[src/rtl/nrdiv_pkg.sv]
package nrdiv_pkg;
    typedef struct packed {
        logic q;
        logic m;
        logic t;
    } nrdiv_flags_t;
endpackage

[src/rtl/nrdiv_step.sv]
module nrdiv_step #(
    parameter int WIDTH = 32
) (
    input  logic [WIDTH-1:0]      rem_in,
    input  logic [WIDTH-1:0]      dvsr,
    input  logic                  fill,
    input  nrdiv_pkg::nrdiv_flags_t flg_in,
    output logic [WIDTH-1:0]      rem_out,
    output nrdiv_pkg::nrdiv_flags_t flg_out
);
    logic [WIDTH-1:0] shifted;
    logic             q_prov;
    logic             do_sub;
    logic             cy;
    logic             q_new;

    always_comb begin
        q_prov  = rem_in[WIDTH-1];
        shifted = {rem_in[WIDTH-2:0], fill};
        do_sub  = (flg_in.q == flg_in.m);
        if (do_sub) begin
            rem_out = shifted - dvsr;
            cy      = (rem_out > shifted);
        end else begin
            rem_out = shifted + dvsr;
            cy      = (rem_out < shifted);
        end
        q_new     = q_prov ^ cy ^ flg_in.m;
        flg_out.q = q_new;
        flg_out.m = flg_in.m;
        flg_out.t = (q_new == flg_in.m);
    end
endmodule

[src/rtl/nrdiv_setup.sv]
module nrdiv_setup #(
    parameter int WIDTH = 32
) (
    input  logic                    is_signed,
    input  logic [WIDTH-1:0]        numer_hi,
    input  logic [WIDTH-1:0]        dvsr,
    output nrdiv_pkg::nrdiv_flags_t flg_init
);
    always_comb begin
        if (is_signed) begin
            flg_init.q = numer_hi[WIDTH-1];
            flg_init.m = dvsr[WIDTH-1];
            flg_init.t = numer_hi[WIDTH-1] ^ dvsr[WIDTH-1];
        end else begin
            flg_init = '0;
        end
    end
endmodule

[src/rtl/nrdiv_ctrl.sv]
module nrdiv_ctrl #(
    parameter int WIDTH = 32,
    parameter int CNT_W = 5
) (
    input  logic             busy_now,
    input  logic [CNT_W-1:0] cnt_now,
    input  logic             setup_req,
    input  logic             start_req,
    output logic             take_setup,
    output logic             take_start,
    output logic             last_step
);
    localparam logic [CNT_W-1:0] LAST = CNT_W'(WIDTH - 1);

    always_comb begin
        take_setup = setup_req && !busy_now;
        take_start = start_req && !busy_now && !setup_req;
        last_step  = busy_now && (cnt_now == LAST);
    end
endmodule

[src/rtl/nr_divider.sv]
module nr_divider #(
    parameter int WIDTH = 32
) (
    input  logic             clk,
    input  logic             rst_n,
    input  logic             setup_valid,
    input  logic             setup_signed,
    input  logic [WIDTH-1:0] load_hi,
    input  logic [WIDTH-1:0] load_lo,
    input  logic [WIDTH-1:0] load_divisor,
    input  logic             start,
    output logic             busy,
    output logic             done,
    output logic [WIDTH-1:0] rem_hi,
    output logic [WIDTH-1:0] quo_lo,
    output logic             q_flag,
    output logic             m_flag,
    output logic             t_flag
);
    import nrdiv_pkg::*;

    localparam int CNT_W = (WIDTH > 1) ? $clog2(WIDTH) : 1;

    typedef struct packed {
        logic [WIDTH-1:0] rem;
        logic [WIDTH-1:0] lo;
        logic [WIDTH-1:0] dv;
        nrdiv_flags_t     flg;
        logic [CNT_W-1:0] cnt;
        logic             busy;
        logic             done;
    } state_t;

    state_t       st_d, st_q;
    nrdiv_flags_t init_flg, step_flg;
    logic [WIDTH-1:0] step_rem;
    logic         take_setup, take_start, last_step;

    nrdiv_setup #(.WIDTH(WIDTH)) u_setup (
        .is_signed (setup_signed),
        .numer_hi  (load_hi),
        .dvsr      (load_divisor),
        .flg_init  (init_flg)
    );

    nrdiv_step #(.WIDTH(WIDTH)) u_step (
        .rem_in  (st_q.rem),
        .dvsr    (st_q.dv),
        .fill    (st_q.lo[WIDTH-1]),
        .flg_in  (st_q.flg),
        .rem_out (step_rem),
        .flg_out (step_flg)
    );

    nrdiv_ctrl #(.WIDTH(WIDTH), .CNT_W(CNT_W)) u_ctrl (
        .busy_now   (st_q.busy),
        .cnt_now    (st_q.cnt),
        .setup_req  (setup_valid),
        .start_req  (start),
        .take_setup (take_setup),
        .take_start (take_start),
        .last_step  (last_step)
    );

    always_comb begin
        st_d      = st_q;
        st_d.done = 1'b0;
        if (take_setup) begin
            st_d.rem = load_hi;
            st_d.lo  = load_lo;
            st_d.dv  = load_divisor;
            st_d.flg = init_flg;
            st_d.cnt = '0;
        end else if (take_start) begin
            st_d.busy = 1'b1;
            st_d.cnt  = '0;
        end else if (st_q.busy) begin
            st_d.rem = step_rem;
            st_d.lo  = {st_q.lo[WIDTH-2:0], step_flg.t};
            st_d.flg = step_flg;
            st_d.cnt = st_q.cnt + 1'b1;
            if (last_step) begin
                st_d.busy = 1'b0;
                st_d.done = 1'b1;
                st_d.cnt  = '0;
            end
        end
    end

    always_ff @(posedge clk) begin
        if (!rst_n) st_q <= '0;
        else        st_q <= st_d;
    end

    assign busy   = st_q.busy;
    assign done   = st_q.done;
    assign rem_hi = st_q.rem;
    assign quo_lo = st_q.lo;
    assign q_flag = st_q.flg.q;
    assign m_flag = st_q.flg.m;
    assign t_flag = st_q.flg.t;

    assert_done_single_R8: assert property (@(posedge clk) disable iff (!rst_n)
        done |=> !done);
    assert_done_after_busy_R8: assert property (@(posedge clk) disable iff (!rst_n)
        $rose(done) |-> $past(busy) && !busy);
    assert_t_tracks_q_R7: assert property (@(posedge clk) disable iff (!rst_n)
        busy |=> (t_flag == (q_flag == m_flag)));
    assert_m_held_R10: assert property (@(posedge clk) disable iff (!rst_n)
        busy |=> $stable(m_flag));
    assert_run_continues_R10: assert property (@(posedge clk) disable iff (!rst_n)
        busy && !last_step |=> busy && (st_q.cnt == $past(st_q.cnt) + 1'b1));
    assert_signed_init_R3: assert property (@(posedge clk) disable iff (!rst_n)
        setup_valid && setup_signed && !busy |=> t_flag == (q_flag ^ m_flag));
    assert_combo_start_dropped_R11: assert property (@(posedge clk) disable iff (!rst_n)
        setup_valid && start && !busy |=> !busy);
endmodule

[config.mk]
export PLATFORM = sky130hd
export DESIGN_NAME = nr_divider
export DESIGN_NICKNAME = d
export VERILOG_FILES = /design/src/rtl/nrdiv_pkg.sv /design/src/rtl/nrdiv_step.sv /design/src/rtl/nrdiv_setup.sv /design/src/rtl/nrdiv_ctrl.sv /design/src/rtl/nr_divider.sv
export SDC_FILE = /design/constraint.sdc
export NUM_CORES = 1
export LEC_CHECK = 0
export CAP_MARGIN = 20
export CORE_UTILIZATION = 55
export DETAILED_ROUTE_END_ITERATION = 10
export HOLD_SLACK_MARGIN = 0.12
export PLACE_DENSITY_LB_ADDON = 0.12
export SYNTH_ARGS = -nofsm -noshare
export SYNTH_HDL_FRONTEND = slang
export SYNTH_SLANG_ARGS = --single-unit
export TNS_END_PERCENT = 100
[constraint.sdc]
create_clock -name clk -period 4.8 [get_ports clk]
set_input_delay 0.72 -clock clk [delete_from_list [all_inputs] [get_ports clk]]
set_output_delay 0.72 -clock clk [all_outputs]
set_load 0.05 [all_outputs]
== After elaboration in Yosys (flattened, before gate mapping) ==
Cells that the tools add are included.
Widths: inputs -> output; s select.
Storage, ports and cells
  bits in registers: 106
  output and inout port bits: 69
  logic and storage cells: 44
Cells by class
  add/subtract/negate cells: 3
  $lt $le $gt $ge: 2
  eq/ne operators: 4
  multiplexer cells: 11
  bitwise logic cells: 5
  reductions and logical operators: 10
Operators by type and width (number)
  $mux 64: 3
  $add 32x32->32: 1
  $gt 32x32->1: 1
  $lt 32x32->1: 1
  $mux 32: 1
  $sub 32x32->32: 1
  $mux 10: 1
  $mux 8: 1
  $mux 7: 1
  $mux 3: 2
  $mux 6: 1
  $add 5x1->5 const B: 1
  $eq 5x5->1 const B: 1
  $logic_and 1x1->1: 4
  $reduce_or 4->1: 1
  $reduce_or 3->1: 1
  $xor 1x1->1: 3
  $eq 1x1->1: 2
  $logic_not 1->1: 2
  $ne 2x2->1 const B: 1
  $not 1->1: 2
  $reduce_and 2->1: 1
  $reduce_bool 2->1: 1
  $mux 1: 1

== Depth between registers and ports, before layout ==
Gate-level depths: netlist (run 1).
  word-level depth: 9
  gate-level depth with buffers: 20

== By module ==
From an unflattened synthesis (run 1), not the netlist that was laid out.
Second synthesis, totals
  cell total of the unflattened synthesis: 1376
  area, all modules: 10448.8 µm²
By module, submodules not included
  nrdiv_step: times used 1, cells an instance 795, area an instance 5610.4 µm²
  nr_divider: times used 1, cells an instance 572, area an instance 4782.1 µm²
  nrdiv_setup: times used 1, cells an instance 4, area an instance 28.8 µm²
  nrdiv_ctrl: times used 1, cells an instance 5, area an instance 27.5 µm²

== Worst setup path after synthesis (run 1) ==
No wires, ideal clock.
  path kind: register -> register
  from: register st_q, in the netlist quo_lo[31]
  to: register st_q, in the netlist q_flag
  setup time: 0.095 ns
  data arrival time: 4.233 ns
  required time: 4.705 ns
  setup slack: 0.472 ns
  stages on the path, launching flop included: 20
  period minus slack after synthesis: 4.328 ns
  cells stage by stage: dfxtp_1 -> ha_1 -> fa_1 -> nor2b_1 -> o211ai_1 -> a31oi_1 -> a211oi_1 -> o21ai_0 -> a21oi_1 -> xnor2_1 -> ha_1 -> nand4_1 -> nand2b_1 -> nor3_1 -> o211ai_1 -> a31o_2 -> a2111oi_0 -> o22a_1 -> xor3_1 -> a221oi_1
Between the ends
  word-level cells in the longest chain between the ends: 8
RTL lines
  start: declaration: RTL line nr_divider.sv:34  | state_t st_d, st_q;
  start signal: assignment: RTL line nr_divider.sv:92  | else st_q <= st_d;
  $add 32x32->32 / $sub 32x32->32 (equally long branches): RTL line nrdiv_step.sv:25, nrdiv_step.sv:22
  $lt 32x32->1 / $gt 32x32->1 (equally long branches): RTL line nrdiv_step.sv:26, nrdiv_step.sv:23
  $mux 1 *: RTL line nrdiv_step.sv:21  | if (do_sub) begin
  $xor 1x1->1 * (2 in a row): RTL line nrdiv_step.sv:28  | q_new = q_prov ^ cy ^ flg_in.m;
  $mux 10 *: RTL line nr_divider.sv:77  | end else if (st_q.busy) begin
  $mux 3 *: RTL line nr_divider.sv:74  | end else if (take_start) begin
  $mux 8 *: RTL line nr_divider.sv:68  | if (take_setup) begin
Every way passes the cells marked *; elsewhere a longest branch is shown, timed or not. The select of a mux whose other input is x is not followed.
A chain may end at the register's enable or synchronous reset.

== Worst setup path in the final report (run 1) ==
Same ends and word-level chain as after synthesis.

==> metrics.csv, run 1 <==
stage,metric,value,unit
route,drc,6,
pwr,p_leak,5.08,nW
grt,grt-ovfl-total,0,
route,num_vias,9994,
synthesis,syn-cell-area,10200,um2
worst_setup_path,critical-path-max-stage-delay,0.52,ns
synthesis,ys_types,82,
layout,diodes,0,
synthesis,syn_avg_cell_area,7.40,um2
synthesis,async_flop_share,0,%
grt,grt_pass1_wl,49600,um
placement,place_area,11600,um2
job,maxCapViolCount,0,
synthesis,synth_edf_count,0,
layout,layout.core_utilization,67.2,%
clock_network,cts.sinks,106,
placement,gp_routability_congestion,0.971,
pwr,p_switching,1.90,mW
timing,finalSetupTns,0,ns
clock_network,tritoncts,yes,
placement,place_hpwl,23500,um
worst_setup_path,cp-end-kind,flip-flop,
timing,drv_slew,0,
layout,nNetsFinal,1690,
placement,io_buffers,169,
die,die_area,19100,um2
route,drt_iter0_markers,779,
worst_setup_path,crit_slowest_cell,or4_4,
timing,final-hold-violation-count,0,
clock_network,htreeDepth,3,
route,ant_nets,0,
run_status,violations,design-rule violations,
worst_setup_path,cp_cell_sequence,"buf_6, inv_1, ha_2, inv_1, fa_2, a211oi_2, o211ai_2, a211oi_4, o21a_2, nor4_1, or4_4, xnor2_2, ha_1, nand4_1, nor2_2, nand3_2, o41ai_2, o22a_1, xor3_1, a221oi_2",
placement,dpl.cell_count,1669,
layout,drive_gt1_share,7.09,%
synthesis,synth_warnings,0,
timing,clock.fmax,215,MHz
route,wl,31100,um
worst_setup_path,critPathArrivalTime,4.95,ns
die,die_w,138,um
pwr,p_seq_share,24.8,%
pwr,pwr-share-comb,55.5,%
synthesis,synth_seq_area_share,20.8,%
grt,track_usage,32.3,%
route,dr.pass1.iters,9,
synthesis,postSynthCellCount,1380,
synthesis,synth_top_area_share,20.8,%
route,viasPerCell,5.90,
pwr,vdd_ir_drop_max,226,uV
synthesis,synthTopCellsByCount,"nand2_1 (163), a21oi_1 (152), nor2_1 (140)",
run_status,status,"finished, violations left",
timing,slew-limit-headroom,35.8,%
timing,worst_pin_slew,0.958,ns
grt,first_global_vias,9690,
clock_network,cts.reportedPaths.clkPinSlew,0.09,ns
pwr,pwr-share-clk,19.7,%
die,rows,49,
layout,syn2layout_area_growth,19.0,%
synthesis,synth.area.top_cells,"dfxtp_1 (21%), ha_1 (15%), a21oi_1 (7.4%)",
synthesis,yosysMostFrequentCell,nand2_1,
timing,fin_skew,0.0143,ns
layout,multiInputGateArea,7090,um2
pwr,p_int,2.26,mW
worst_setup_path,worstPathRequired,5.10,ns
die,initial_core_util,56.5,%
route,routedWlPerCell,18.4,um
pwr,power_density,342,nW/um2
synthesis,synth_ff_type,dfxtp_1,
clock_network,cts_made_buffers,9,
die,die_h,138,um
hold_path,min_path_type,reg2reg,
timing,setup_viol_count_final,0,
layout,fin_cells,1695,
worst_setup_path,startpoint_type,flip-flop,
timing,period_minus_slack,4.66,ns
die,io_pins,170,
pwr,p_total,4.16,mW
synthesis,synth_nets,1609,
layout,seqCellArea,2130,um2
synthesis,yosys.area.top_type,dfxtp_1,
worst_setup_path,crit_type,reg2reg,
clock_network,clock_latency,0.38,ns
clock_network,clockBufferDepth,2,
pwr,netSwitchingFraction,45.6,%
clock_network,clock-root-buffer,clkbuf_16,
grt,grt_max_degree,85,
layout,design_area,12200,um2
die,core,18100,um2
worst_setup_path,cp_max_fo,5,
layout,fillers,1639,
synthesis,yosys_register_bits,106,
grt,antenna_found_initial,0,
worst_setup_path,cpMostUsedCell,inv_1,
timing,period_share,97.0,%
==> worst max-delay path: cells and delay by family (launching register included) <==
kind                     cells  cell delay, ns
buffers and inverters        3            0.23
AO/OA/AOI/OAI                7            1.78
flip-flops                   1            0.34
XOR/XNOR                     2            0.40
adder cells (fa/ha/maj)      3            0.83
AND/OR/NAND/NOR              5            0.98
==> state kept, by name, indices dropped and copies added (netlist names) <==
| signal | flops |
|---|---|
| st_q | 37 |
| t_flag | 1 |
| busy | 1 |
| quo_lo | 32 |
| rem_hi | 32 |
| q_flag | 1 |
| m_flag | 1 |
| done | 1 |
==> repair_timing <==
action | in CTS | in global routing
hold buffers | 0 | 0
resized for setup | 0 | 29
setup buffers | 0 | 10
setup endpoints to repair | 0 | 3
==> power by group through the flow <==
stage / clock network (mW) / registers (mW) / logic [mW]
floorplan: 0 / 1.03 / 1.62
global placement: 0 / 1.05 / 2.18
detailed placement: 0 / 1.05 / 2.19
CTS: 0.821 / 1.03 / 2.21
global route: 0.853 / 1.04 / 2.52
finish: 0.818 / 1.03 / 2.31
==> through the flow <==
step / hold slack [ns] / setup WS (ns)
floorplan: 0.448 / 0.472
global placement: 0.462 / 0.179
detailed placement: 0.470 / 0.0246
CTS: 0.483 / 0.00603
global route: 0.504 / -0.0534
finish: 0.480 / 0.145
==> logic make-up after synthesis <==
kind of cell / share of synthesized area (%)
mux: 4.46
fa+ha+maj: 15.8
xor+xnor: 6.41
buf+inv: 11.2
simple gates: 17.8
flops: 20.8
compound gates: 23.5
==> metal layers <==
metal | routed length [um] | GRT usage, % | vias up
li1 | - | - | 4911
met1 | 13900 | 41.8 | 4688
met2 | 14700 | 55.0 | 335
met3 | 1700 | 4.78 | 60
met4 | 836 | 10.9 | 0
met5 | 0 | 0 | -
==> cell type report <==
cell class                 instances  area share (%)
timing repair buffer             207            16.3
clock buffer                       9            1.85
multi-input combinational       1043            58.4
tap                              229            2.36
clock inverter                     7           0.751
sequential                       106            17.5
inverter                          94            2.90
==> layout by cell type, fill, tap and decap left out, drive strengths merged, types with 15 or more instances in the layout <==
cell           instances
a21oi                154
a31oi                 17
mux2i                 42
dfxtp                106
xor2                  21
inv                   97
clkdlybuf4s50        168
a211oi                24
o21ai                 79
xnor2                 51
nor2                 140
nand2                163
ha                   126
a21o                  15
buf                   39
==> final timing paths <==
kind | startpoint | end | slack (ns) | cells after the start
worst max-delay path | quo_lo[31] | q_flag | 0.14 | 20
worst min-delay path | st_q[26] | st_q[26] | 0.48 | 2
worst max register to register | quo_lo[31] | q_flag | 0.14 | 20
worst min register to register | st_q[26] | st_q[26] | 0.48 | 2
(Power assumes the default switching activity.)
==> inputs of run 2 (changes only) <==
CAP_MARGIN = 25   (was 20)
==> results of run 2 <==
No change in the layout: final DEF, timing and power equal those of run 1.
